File: src/rtl/i2s_tx_pkg.sv
package i2s_tx_pkg;
    typedef enum logic [1:0] {
        ST_IDLE  = 2'd0,
        ST_LEFT  = 2'd1,
        ST_RIGHT = 2'd2
    } tx_state_t;
endpackage

File: src/rtl/i2s_tx_pacer.sv
// Divides the tick into bit-clock phases and derives the master clock.
module i2s_tx_pacer #(
    parameter int HALF_TICKS = 1,
    parameter bit MCLK_ON    = 1'b0
) (
    input  logic clk,
    input  logic rst_n,
    input  logic tick,
    input  logic run,
    output logic step,
    output logic mclk
);
    localparam int CW = (HALF_TICKS > 1) ? $clog2(HALF_TICKS) : 1;
    localparam logic [CW-1:0] LAST = CW'(HALF_TICKS - 1);

    logic [CW-1:0] div_q;

    always_ff @(posedge clk or negedge rst_n) begin
        if (!rst_n)
            div_q <= '0;
        else if (!run)
            div_q <= '0;
        else if (tick)
            div_q <= (div_q == LAST) ? '0 : div_q + 1'b1;
    end

    assign step = run && tick && (div_q == LAST);

    generate
        if (MCLK_ON) begin : g_mclk
            logic mclk_q;
            always_ff @(posedge clk or negedge rst_n) begin
                if (!rst_n)
                    mclk_q <= 1'b0;
                else if (!run)
                    mclk_q <= 1'b0;
                else if (tick)
                    mclk_q <= ~mclk_q;
            end
            assign mclk = mclk_q;
        end else begin : g_no_mclk
            assign mclk = 1'b0;
        end
    endgenerate
endmodule

File: src/rtl/i2s_tx_shifter.sv
// Holds the unsent bits of the current word and drives the data line.
module i2s_tx_shifter #(
    parameter int W = 32
) (
    input  logic         clk,
    input  logic         rst_n,
    input  logic         clear,
    input  logic         load,
    input  logic         shift,
    input  logic [W-1:0] din,
    input  logic         din_ok,
    output logic         sdo,
    output logic         underflow
);
    logic [W-1:0] sr_q;

    always_ff @(posedge clk or negedge rst_n) begin
        if (!rst_n) begin
            sr_q      <= '0;
            sdo       <= 1'b0;
            underflow <= 1'b0;
        end else begin
            underflow <= load && !din_ok && !clear;
            if (clear) begin
                sr_q <= '0;
                sdo  <= 1'b0;
            end else if (load) begin
                sdo  <= sr_q[W-1];
                sr_q <= din_ok ? din : '0;
            end else if (shift) begin
                sdo  <= sr_q[W-1];
                sr_q <= {sr_q[W-2:0], 1'b0};
            end
        end
    end
endmodule

File: src/rtl/i2s_tx_master.sv
module i2s_tx_master #(
    parameter int SLOT_W     = 32,
    parameter int MCLK_RATIO = 0
) (
    input  logic              clk,
    input  logic              rst_n,
    input  logic              tick,
    input  logic              enable,
    input  logic [SLOT_W-1:0] s_data,
    input  logic              s_valid,
    output logic              s_ready,
    output logic              bck,
    output logic              ws,
    output logic              sdo,
    output logic              mclk,
    output logic              underflow
);
    import i2s_tx_pkg::*;

    localparam int HALF_TICKS = (MCLK_RATIO == 0) ? 1 : MCLK_RATIO / 64;
    localparam bit MCLK_ON    = (MCLK_RATIO != 0);
    localparam int CNT_W      = $clog2(SLOT_W);
    localparam logic [CNT_W-1:0] LAST_BIT = CNT_W'(SLOT_W - 1);

    tx_state_t      state_q, state_d;
    logic           bck_q;
    logic [CNT_W-1:0] bit_q;
    logic           running, step, start, bit_end, slot_end, load, shift;

    assign running  = (state_q != ST_IDLE);
    assign start    = (state_q == ST_IDLE) && enable && tick;
    assign bit_end  = step && bck_q;
    assign slot_end = bit_end && (bit_q == LAST_BIT);
    assign load     = start || (enable && slot_end);
    assign shift    = enable && bit_end && !slot_end;

    i2s_tx_pacer #(.HALF_TICKS(HALF_TICKS), .MCLK_ON(MCLK_ON)) u_pacer (
        .clk(clk), .rst_n(rst_n), .tick(tick), .run(running),
        .step(step), .mclk(mclk)
    );

    i2s_tx_shifter #(.W(SLOT_W)) u_shift (
        .clk(clk), .rst_n(rst_n), .clear(!enable), .load(load),
        .shift(shift), .din(s_data), .din_ok(s_valid),
        .sdo(sdo), .underflow(underflow)
    );

    // next-state logic
    always_comb begin
        state_d = state_q;
        unique case (state_q)
            ST_IDLE:  if (start) state_d = ST_LEFT;
            ST_LEFT:  if (!enable) state_d = ST_IDLE;
                      else if (slot_end) state_d = ST_RIGHT;
            ST_RIGHT: if (!enable) state_d = ST_IDLE;
                      else if (slot_end) state_d = ST_LEFT;
            default:  state_d = ST_IDLE;
        endcase
    end

    // state register
    always_ff @(posedge clk or negedge rst_n) begin
        if (!rst_n) state_q <= ST_IDLE;
        else        state_q <= state_d;
    end

    // bit clock and bit position
    always_ff @(posedge clk or negedge rst_n) begin
        if (!rst_n) begin
            bck_q <= 1'b0;
            bit_q <= '0;
        end else if (!enable || !running) begin
            bck_q <= 1'b0;
            bit_q <= '0;
        end else if (step) begin
            if (bck_q) begin
                bck_q <= 1'b0;
                bit_q <= slot_end ? '0 : bit_q + 1'b1;
            end else begin
                bck_q <= 1'b1;
            end
        end
    end

    assign bck     = bck_q;
    assign ws      = (state_q == ST_RIGHT);
    assign s_ready = load;
endmodule

File: config.mk
export PLATFORM = sky130hd
export DESIGN_NAME = i2s_tx_master
export DESIGN_NICKNAME = d
export VERILOG_FILES = /design/src/rtl/i2s_tx_pkg.sv /design/src/rtl/i2s_tx_pacer.sv /design/src/rtl/i2s_tx_shifter.sv /design/src/rtl/i2s_tx_master.sv
export SDC_FILE = /design/constraint.sdc
export NUM_CORES = 1
export LEC_CHECK = 0
export ABC_AREA = 1
export BUFFER_PORTS_ARGS = -buffer_cell sky130_fd_sc_hd__buf_2
export CORE_MARGIN = 3
export CORE_UTILIZATION = 45
export CTS_CLUSTER_SIZE = 24
export DETAILED_ROUTE_END_ITERATION = 8
export PLACE_DENSITY = 0.76
export SYNTH_ARGS = -nofsm -noshare
export SYNTH_HDL_FRONTEND = slang
export SYNTH_SLANG_ARGS = --single-unit
File: constraint.sdc
create_clock -name clk -period 1.9 [get_ports clk]
set_input_delay 0.285 -clock clk [delete_from_list [all_inputs] [get_ports clk]]
set_output_delay 0.285 -clock clk [all_outputs]
set_load 0.05 [all_outputs]
==> reports/metrics.yaml, run 1 <==
status: "finished with violations"
failed_checks: "setup timing"
path_buf_inv: 2
crit_chain: "ha_2 > nand2_2 > nor2_1 > ha_2 > nand3_2 > nand2_2 > nand2_2 > inv_2 > buf_8"
cts_root_buffer: "clkbuf_8"
num-fill-cells: 430
yosys.cell_types.count: 17
antenna_found_initial: 0
holdWs_ps: 57.66
drt-total-wl_um: 4786
p_leak_nw: 1.532
setup_ws_ps: -47.50
rows: 24
arrival_ps: 1660
hpwlAfterDp_um: 3073
core_area_um2: 4504
start_util: 0.4819
p_per_area_nw_per_um2: 752.7
fin_util: 0.5731
drc: 0
fin_skew_ps: 3.108
grt_pass1_vias: 1744
pre_cts_slack_ps: 155.5
slew_viol_final: 0
num_vias: 1986
drive_above_1_share: 0.2080
cp_top_family: "simple AND/OR/NAND/NOR gates"
h-tree-depth: 2
crit_path_top_delay_cell: "dfrtp_1"
grt_overflow: 0
clk_latency_ps: 290
vdd_ir_drop_max_v: 0.0003855
io_buffers: 41
register_area_um2: 1051
critPathRequiredTime_ps: 1620
fin_crit_sh: 1.025
cap_violations: 0
wl_per_cell_um: 11.88
setup_viol: 1
instances_no_fill: 403
synth_seq_area_share: 0.4841
synth-seq-cells: 42
cpPeakStageDelay_ps: 370
die_w_um: 75.46
worstSetupEndpointType: "output pin"
firstDrtPassIters: 4
clock_path_buffers: 2
die_area_um2: 5693
cp_max_fo: 2
finalWorstPathRequiredPeriod_ps: 1948
synth_warnings: 0
final_common_cell: "nand2_1"
cts.clk_slew.worst_paths_ps: 80
numCtsBuffers: 5
hold_path.class: "in2async"
max_freq_mhz: 513.5
rsz0062_at_grt: "true"
slew_headroom: 0.6393
multiInputGateArea_um2: 999.7
drtAntennaViolNets: 0
cts_tree: "built"
grt_max_degree: 43
synth_area_um2: 2171
die_h_um: 75.46
worst-setup-path-type: "reg2out"
viasPerCell: 4.928
avgSynthCellArea_um2: 7.141
drt_iter0_markers: 115
crit_path_frequent_cell: "nand2_2"
ios: 43
grt_pass1_wl_um: 7700
mostFrequentLayoutCells: "nand2_1, dfrtp_1, buf_2"
hold_viol: 0
cts_sinks: 42
syn_to_final_growth_pct: 18.91
worstSetupStartpointType: "register"
dp.cells: 390
tightestPinTransition_ps: 541.0
final_nets: 389
netlist_instances: 304
synth_nets: 343
diodes: 0
gp_congestion: 0.7756
track_usage: 0.1784
[synth_stat cells (all sizes together)]
cell type  count  share of area
buf           16          0.044
ha             2          0.012
conb           1         0.0017
o2111ai        1         0.0040
dfrtp         42           0.48
nand2        176           0.31
inv           10          0.017
a21oi          3         0.0069
nor2          12          0.029
nand4          1         0.0029
nand3         37          0.085
o21ai          3         0.0069
[final cells by class]
type	count	share of cell area
Inverter	10	0.01454
Clock buffer	7	0.03345
Multi-Input combinational cell	236	0.3873
Tap cell	52	0.02521
Sequential cell	42	0.4072
Clock inverter	1	0.001939
Timing Repair Buffer	55	0.1304
[logic make-up after synthesis]
logic type	after synthesis	synth area share
compound gates	7	0.01786
buf+inv	26	0.06109
other cells	1	0.001727
simple gates	226	0.4236
fa+ha+maj	2	0.01153
flops	42	0.4842
[metrics by stage]
step                setup TNS [ps]  total power [mW]  area, um^2
floorplan                        0             1.228        2171
global placement                 0             1.345        2426
detailed placement               0             1.349        2426
CTS                         -18.01             1.967        2570
global route                -988.7             2.050        2581
finish                      -47.50             1.943        2581
[registers in the layout, summed over array words and instances, names as in the netlist]
name	flops
u_shift.underflow	1
bit_q	5
u_shift.sr_q	32
state_q	2
u_shift.sdo	1
bck	1
[power by group]
part	total, mW	switching (mW)	internal, mW
clock	0.595	0.302	0.293
combinational	0.378	0.251	0.127
sequential	0.970	0.0307	0.939
total	1.94	0.583	1.36
[routing by layer]
layer	up-vias	routed length [um]	global-route usage
li1	1031	-	-
met1	904	2248	0.2301
met2	47	2220	0.2953
met3	4	257	0.04749
met4	0	61	0.05243
met5	-	0	0
[final timing paths]
check | startpoint | to | slack (ps) | depth (start not counted)
min in group clk | s_valid | u_shift.underflow | 180 | 2
hold / removal | rst_n | bck | 60 | 2
setup / recovery | bit_q[0] | s_ready | -50 | 9
hold reg to reg | u_shift.sdo | u_shift.sdo | 480 | 2
setup reg to reg | bit_q[0] | u_shift.sr_q[25] | 100 | 11
max in group asynchronous | rst_n | u_shift.sr_q[4] | 1480 | 2
[timing repair]
action                     CTS  global route
hold endpoints to repair     0             0
setup endpoints to repair    1            32
buffers inserted             4             2
pin swaps                    6             4
gates resized for setup      8             1
gates cloned                 0             0
hold buffers                 0             0
Note: power is estimated with default switching activity, not from simulation.
==> run 2: changes to the inputs <==
Settings changed: PLACE_DENSITY 0.76 to default, PLACE_DENSITY_LB_ADDON from default to 0.15.
==> reports/metrics.yaml, run 2 (synthesis gave the netlist of run 1 again) <==
largest_reg_flops: 32
fin_crit_sh: 0.9959
slew_viol_final: 0
hold_viol: 0
worstSetupStartpointType: "register"
p_total_mw: 1.927
drt_iter0_markers: 196
critPathRequiredTime_ps: 1620
use_met2: 0.2991
register_area_um2: 1051
cts_root_buffer: "clkbuf_8"
status: "finished, final reports clean"
cp_max_fo: 2
drtAntennaViolNets: 0
worst-setup-path-type: "reg2out"
wl_per_cell_um: 12.11
die_h_um: 75.46
power_frac_clock: 0.292
vdd_ir_drop_max_v: 0.0003495
grt_pass1_wl_um: 8004
syn_to_final_growth_pct: 19.71
p_leak_nw: 1.535
rsz0062_at_grt: "true"
num-fill-cells: 427
setup_viol: 0
drc: 0
postLayoutCellArea_um2: 2599
hpwlAfterDp_um: 3243
largest_register: "u_shift.sr_q"
diodes: 0
worstSetupEndpointType: "output pin"
pre_cts_slack_ps: 155.2
internal_power_mw: 1.358
p_per_area_nw_per_um2: 741.4
numCtsBuffers: 5
path_buf_inv: 2
start_util: 0.4819
crit_chain: "ha_2 > nand2_2 > nor2_2 > ha_2 > nand3_2 > nand2_2 > nand2_4 > inv_2 > buf_8"
arrival_ps: 1610
gp_congestion: 0.7420
final_nets: 389
pwr-share-seq: 0.503
h-tree-depth: 2
switching_share: 0.2952
dp.cells: 390
grt_max_degree: 34
share_comb_of_total_power: 0.205
firstDrtPassIters: 4
use_met3: 0.04485
cts_tree: "built"
cts.clk_slew.worst_paths_ps: 70
rows: 24
setup_ws_ps: 7.869
die_area_um2: 5693
grt-busiest-layer: "met2"
reg.largest.list: "u_shift.sr_q (32), bit_q (5), state_q (2)"
max_freq_mhz: 528.5
core_area_um2: 4504
clock_path_buffers: 2
use_met1: 0.2383
cts_sinks: 42
fin_skew_ps: 3.487
drt-total-wl_um: 4857
mostFrequentLayoutCells: "nand2_1, dfrtp_1, buf_2"
die_w_um: 75.46
grt_pass1_vias: 1865
placed_area_um2: 2451
hold_path.class: "in2reg"
viasPerCell: 4.930
ios: 43
cpPeakStageDelay_ps: 350
track_usage: 0.1831
multiInputGateArea_um2: 1007
antenna_found_initial: 0
grt_overflow: 0
num_vias: 1977
switchingPower_uw: 568.8
finalWorstPathRequiredPeriod_ps: 1892
cap_violations: 0
clk_latency_ps: 280
instances_no_fill: 401
final_common_cell: "nand2_1"
crit_path_top_delay_cell: "dfrtp_1"
cp_top_family: "simple AND/OR/NAND/NOR gates"
drive_above_1_share: 0.2063
io_buffers: 41
run 2: metrics by stage:
step | hold WS (ps) | setup TNS [ps] | utilization
4_1_cts | 149.9 | 0 | 0.5781
3_3_place_gp | 220.0 | 0 | 0.5442
2_1_floorplan | -10.59 | 0 | -
3_5_place_dp | 218.7 | 0 | 0.5442
6_report | 158.7 | 0 | 0.5769
5_1_grt | 162.7 | -399.7 | 0.5769
run 2: final timing paths:
kind	startpoint	endpoint	slack, ps	cells past startpoint
worst min-delay path	s_valid	u_shift.underflow	160	2
worst max-delay path	bit_q[0]	s_ready	8	9
min in group asynchronous	rst_n	u_shift.sr_q[22]	440	2
worst min register to register	u_shift.sr_q[0]	u_shift.sr_q[0]	480	2
max in group asynchronous	rst_n	u_shift.sr_q[10]	930	3
worst max register to register	bit_q[0]	u_shift.sr_q[18]	140	12
run 2: routing by layer:
metal  share of wire  vias up
met5               0        -
met4          0.0082        0
met3           0.041        4
met2            0.50       50
met1            0.45      894
li1                -     1029
run 2: cell type report:
| type | instances | share of cell area |
|---|---|---|
| clock buffers | 6 | 0.03178 |
| inverters | 10 | 0.01444 |
| multi-input cells | 236 | 0.3876 |
| flip-flops and latches | 42 | 0.4044 |
| well taps | 52 | 0.02504 |
| repair buffers | 55 | 0.1367 |
run 2: power groups by stage:
stage / Sequential, mW / Combinational (mW) / Clock, mW
after CTS: 0.968 / 0.403 / 0.593
after global routing: 0.975 / 0.442 / 0.622
after detailed placement: 0.985 / 0.380 / 0
after global placement: 0.984 / 0.375 / 0
final: 0.969 / 0.394 / 0.563
after floorplan: 0.992 / 0.236 / 0
run 2: what timing repair did:
action / 4_1_cts / 5_1_grt
cloned: 0 / 0
resized for setup: 10 / 2
setup buffers: 4 / 1
hold buffers: 1 / 0
pin swaps: 4 / 4
endpoints found under the hold margin: 13 / 0
setup endpoints to repair: 1 / 31
==> run 3: changes to the inputs <==
Settings changed: SYNTH_HIERARCHICAL from default to 1.
==> reports/metrics.yaml, run 3 <==
die_area_um2: 6155
multiInputGateArea_um2: 1125
grt_pass1_vias: 2026
p_leak_nw: 1.653
clock_path_buffers: 2
r2r-start: "bit_q[0]"
grt_max_degree: 43
final_common_cell: "nand2_1"
cts_root_buffer: "clkbuf_8"
viasPerCell: 4.912
mostFrequentLayoutCells: "nand2_1, nand3_1, dfrtp_1"
die_w_um: 78.46
num-fill-cells: 468
syn_to_final_growth_pct: 19.07
placed_area_um2: 2668
grt_overflow: 0
rsz0062_at_grt: "true"
p_per_area_nw_per_um2: 870.3
worstSetupStartpointType: "register"
postLayoutCellArea_um2: 2813
synth_nets: 360
synth_warnings: 6
largest_reg_flops: 32
core_area_um2: 4911
hold_path.class: "in2async"
cp_max_fo: 4
grt_pass1_wl_um: 9073
async_flop_share: 1.000
wl_per_cell_um: 12.09
hold_viol: 0
clk_latency_ps: 300
cts.clk_slew.worst_paths_ps: 90
reg2reg_depth: 12
holdBufCountCts: 0
worst-setup-path-type: "reg2out"
max_freq_mhz: 512.9
synthFlopType: "dfrtp_1"
avgSynthCellArea_um2: 7.359
r2r_slack_ps: -20
io_buffers: 41
internal_power_mw: 1.598
failed_checks: "setup timing"
synth-seq-cells: 42
numCtsBuffers: 5
gp_congestion: 0.7810
share_comb_of_total_power: 0.306
slew_viol_final: 0
drt-total-wl_um: 5212
netlist_instances: 321
fin_skew_ps: 10.87
drc: 0
critPathRequiredTime_ps: 1620
instances_no_fill: 431
num_vias: 2117
drt_iter0_markers: 161
diodes: 0
switching_share: 0.3474
fin_crit_sh: 1.026
drtAntennaViolNets: 0
hpwlAfterDp_um: 3214
vdd_ir_drop_max_v: 0.0008018
synth.most_common_cell: "nand2_1"
setup_ws_ps: -49.64
slew_headroom: 0.6168
arrival_ps: 1660
reg.largest.list: "u_shift/sr_q (32), bit_q (5), state_q (2)"
final_nets: 402
rows: 25
setup_viol: 2
track_usage: 0.1840
cts_sinks: 42
yosys-top-cells-count: "nand2_1, nand3_1, dfrtp_1, inv_1"
tightestPinTransition_ps: 574.8
synth_seq_area_share: 0.4449
synth_top_area_cell: "dfrtp_1"
synth_edf_count: 0
antenna_found_initial: 0
start_util: 0.4810
cts_tree: "built"
power_frac_clock: 0.297
switchingPower_uw: 850.4
drive_above_1_share: 0.2115
ios: 43
synth_area_um2: 2362
synthTopCellsByArea: "dfrtp_1, nand2_1, nand3_1"
largest_register: "u_shift/sr_q"
timing.rr.end: "u_shift/sr_q[22]"
finalWorstPathRequiredPeriod_ps: 1950
cap_violations: 0
dp.cells: 421
h-tree-depth: 2
netlist.area_leader.share: 0.4449
p_total_mw: 2.448
yosys.cell_types.count: 24
die_h_um: 78.46
register_area_um2: 1051
firstDrtPassIters: 4
worstSetupEndpointType: "output pin"
status: "finished with violations"
pwr-share-seq: 0.396
[run 3: cell types whose count changed after synthesis, sizes merged, moves of 2 or more]
| cell | previous run | this run |
|---|---|---|
| inv | 10 | 12 |
| buf | 16 | 22 |
| nand3 | 37 | 71 |
| a21oi | 3 | 0 |
| nand2 | 176 | 150 |
| xor2 | 0 | 2 |
[run 3: routing by layer]
layer	share of wire	vias to the layer above	global-route usage	wire, um
met5	0	-	0	0
met4	0.014	0	0.07343	75
met3	0.053	6	0.04014	275
met2	0.45	59	0.2842	2358
met1	0.48	950	0.2509	2503
li1	-	1102	-	-
[run 3: timing repair]
| item | 4_1_cts | 5_1_grt |
|---|---|---|
| pin swaps | 1 | 0 |
| gates resized for setup | 2 | 4 |
| setup endpoints to repair | 22 | 35 |
| setup buffers | 2 | 0 |
[run 3: worst max-delay path, stage by stage (launching register included)]
cell	delay, ps
dfrtp_1	350
ha_1	170
nand2_1	50
nor2_1	90
ha_1	180
nand3_2	110
o22ai_4	230
buf_8	190
[run 3: cell families after synthesis]
logic type               count (synthesis)  share of synthesized area
buffers and inverters                   34                    0.08686
XOR/XNOR                                 2                   0.007417
adder cells (fa/ha/maj)                  2                    0.01059
flip-flops                              42                     0.4449
AO/OA/AOI/OAI                            6                    0.01589
AND/OR/NAND/NOR                        234                     0.4327
other                                    1                   0.001587
[run 3: power by group through the flow]
stage / combinational, mW / clock (mW) / sequential [mW]
2_1_floorplan: 0.506 / 0 / 1.00
3_3_place_gp: 0.723 / 0 / 0.985
3_5_place_dp: 0.721 / 0 / 0.987
4_1_cts: 0.743 / 0.751 / 0.970
5_1_grt: 0.829 / 0.783 / 0.976
6_report: 0.750 / 0.727 / 0.971
[run 3: worst max-delay path by stage]
stage             start                to  slack [ps]  cells past startpoint
2_1_floorplan  bit_q[0]  u_shift/sr_q[29]        -230                     13
3_3_place_gp   bit_q[0]   u_shift/sr_q[5]          20                     11
3_5_place_dp   bit_q[1]   u_shift/sr_q[5]         -30                     11
4_1_cts        bit_q[1]           s_ready         -50                      7
5_1_grt        bit_q[0]           s_ready        -180                      7
6_report       bit_q[0]           s_ready         -50                      7
[run 3: cell type report]
class | instances | area share
Tap cell | 67 | 0.02980
Clock inverter | 3 | 0.01557
Timing Repair Buffer | 57 | 0.1397
Multi-Input combinational cell | 245 | 0.3999
Inverter | 12 | 0.01690
Sequential cell | 42 | 0.3737
Clock buffer | 5 | 0.02447
[run 3: metrics by stage]
| stage | setup slack (ps) | hold WS, ps | utilization | setup TNS (ps) |
|---|---|---|---|---|
| after floorplan | -226.7 | -10.59 | - | -7237 |
| after global placement | 21.74 | 395.2 | 0.5432 | 0 |
| after detailed placement | -25.78 | 392.9 | 0.5432 | -126.9 |
| after CTS | -54.92 | 62.25 | 0.5704 | -54.92 |
| after global routing | -182.3 | 84.97 | 0.5727 | -5275 |
| final | -49.64 | 32.56 | 0.5727 | -66.37 |
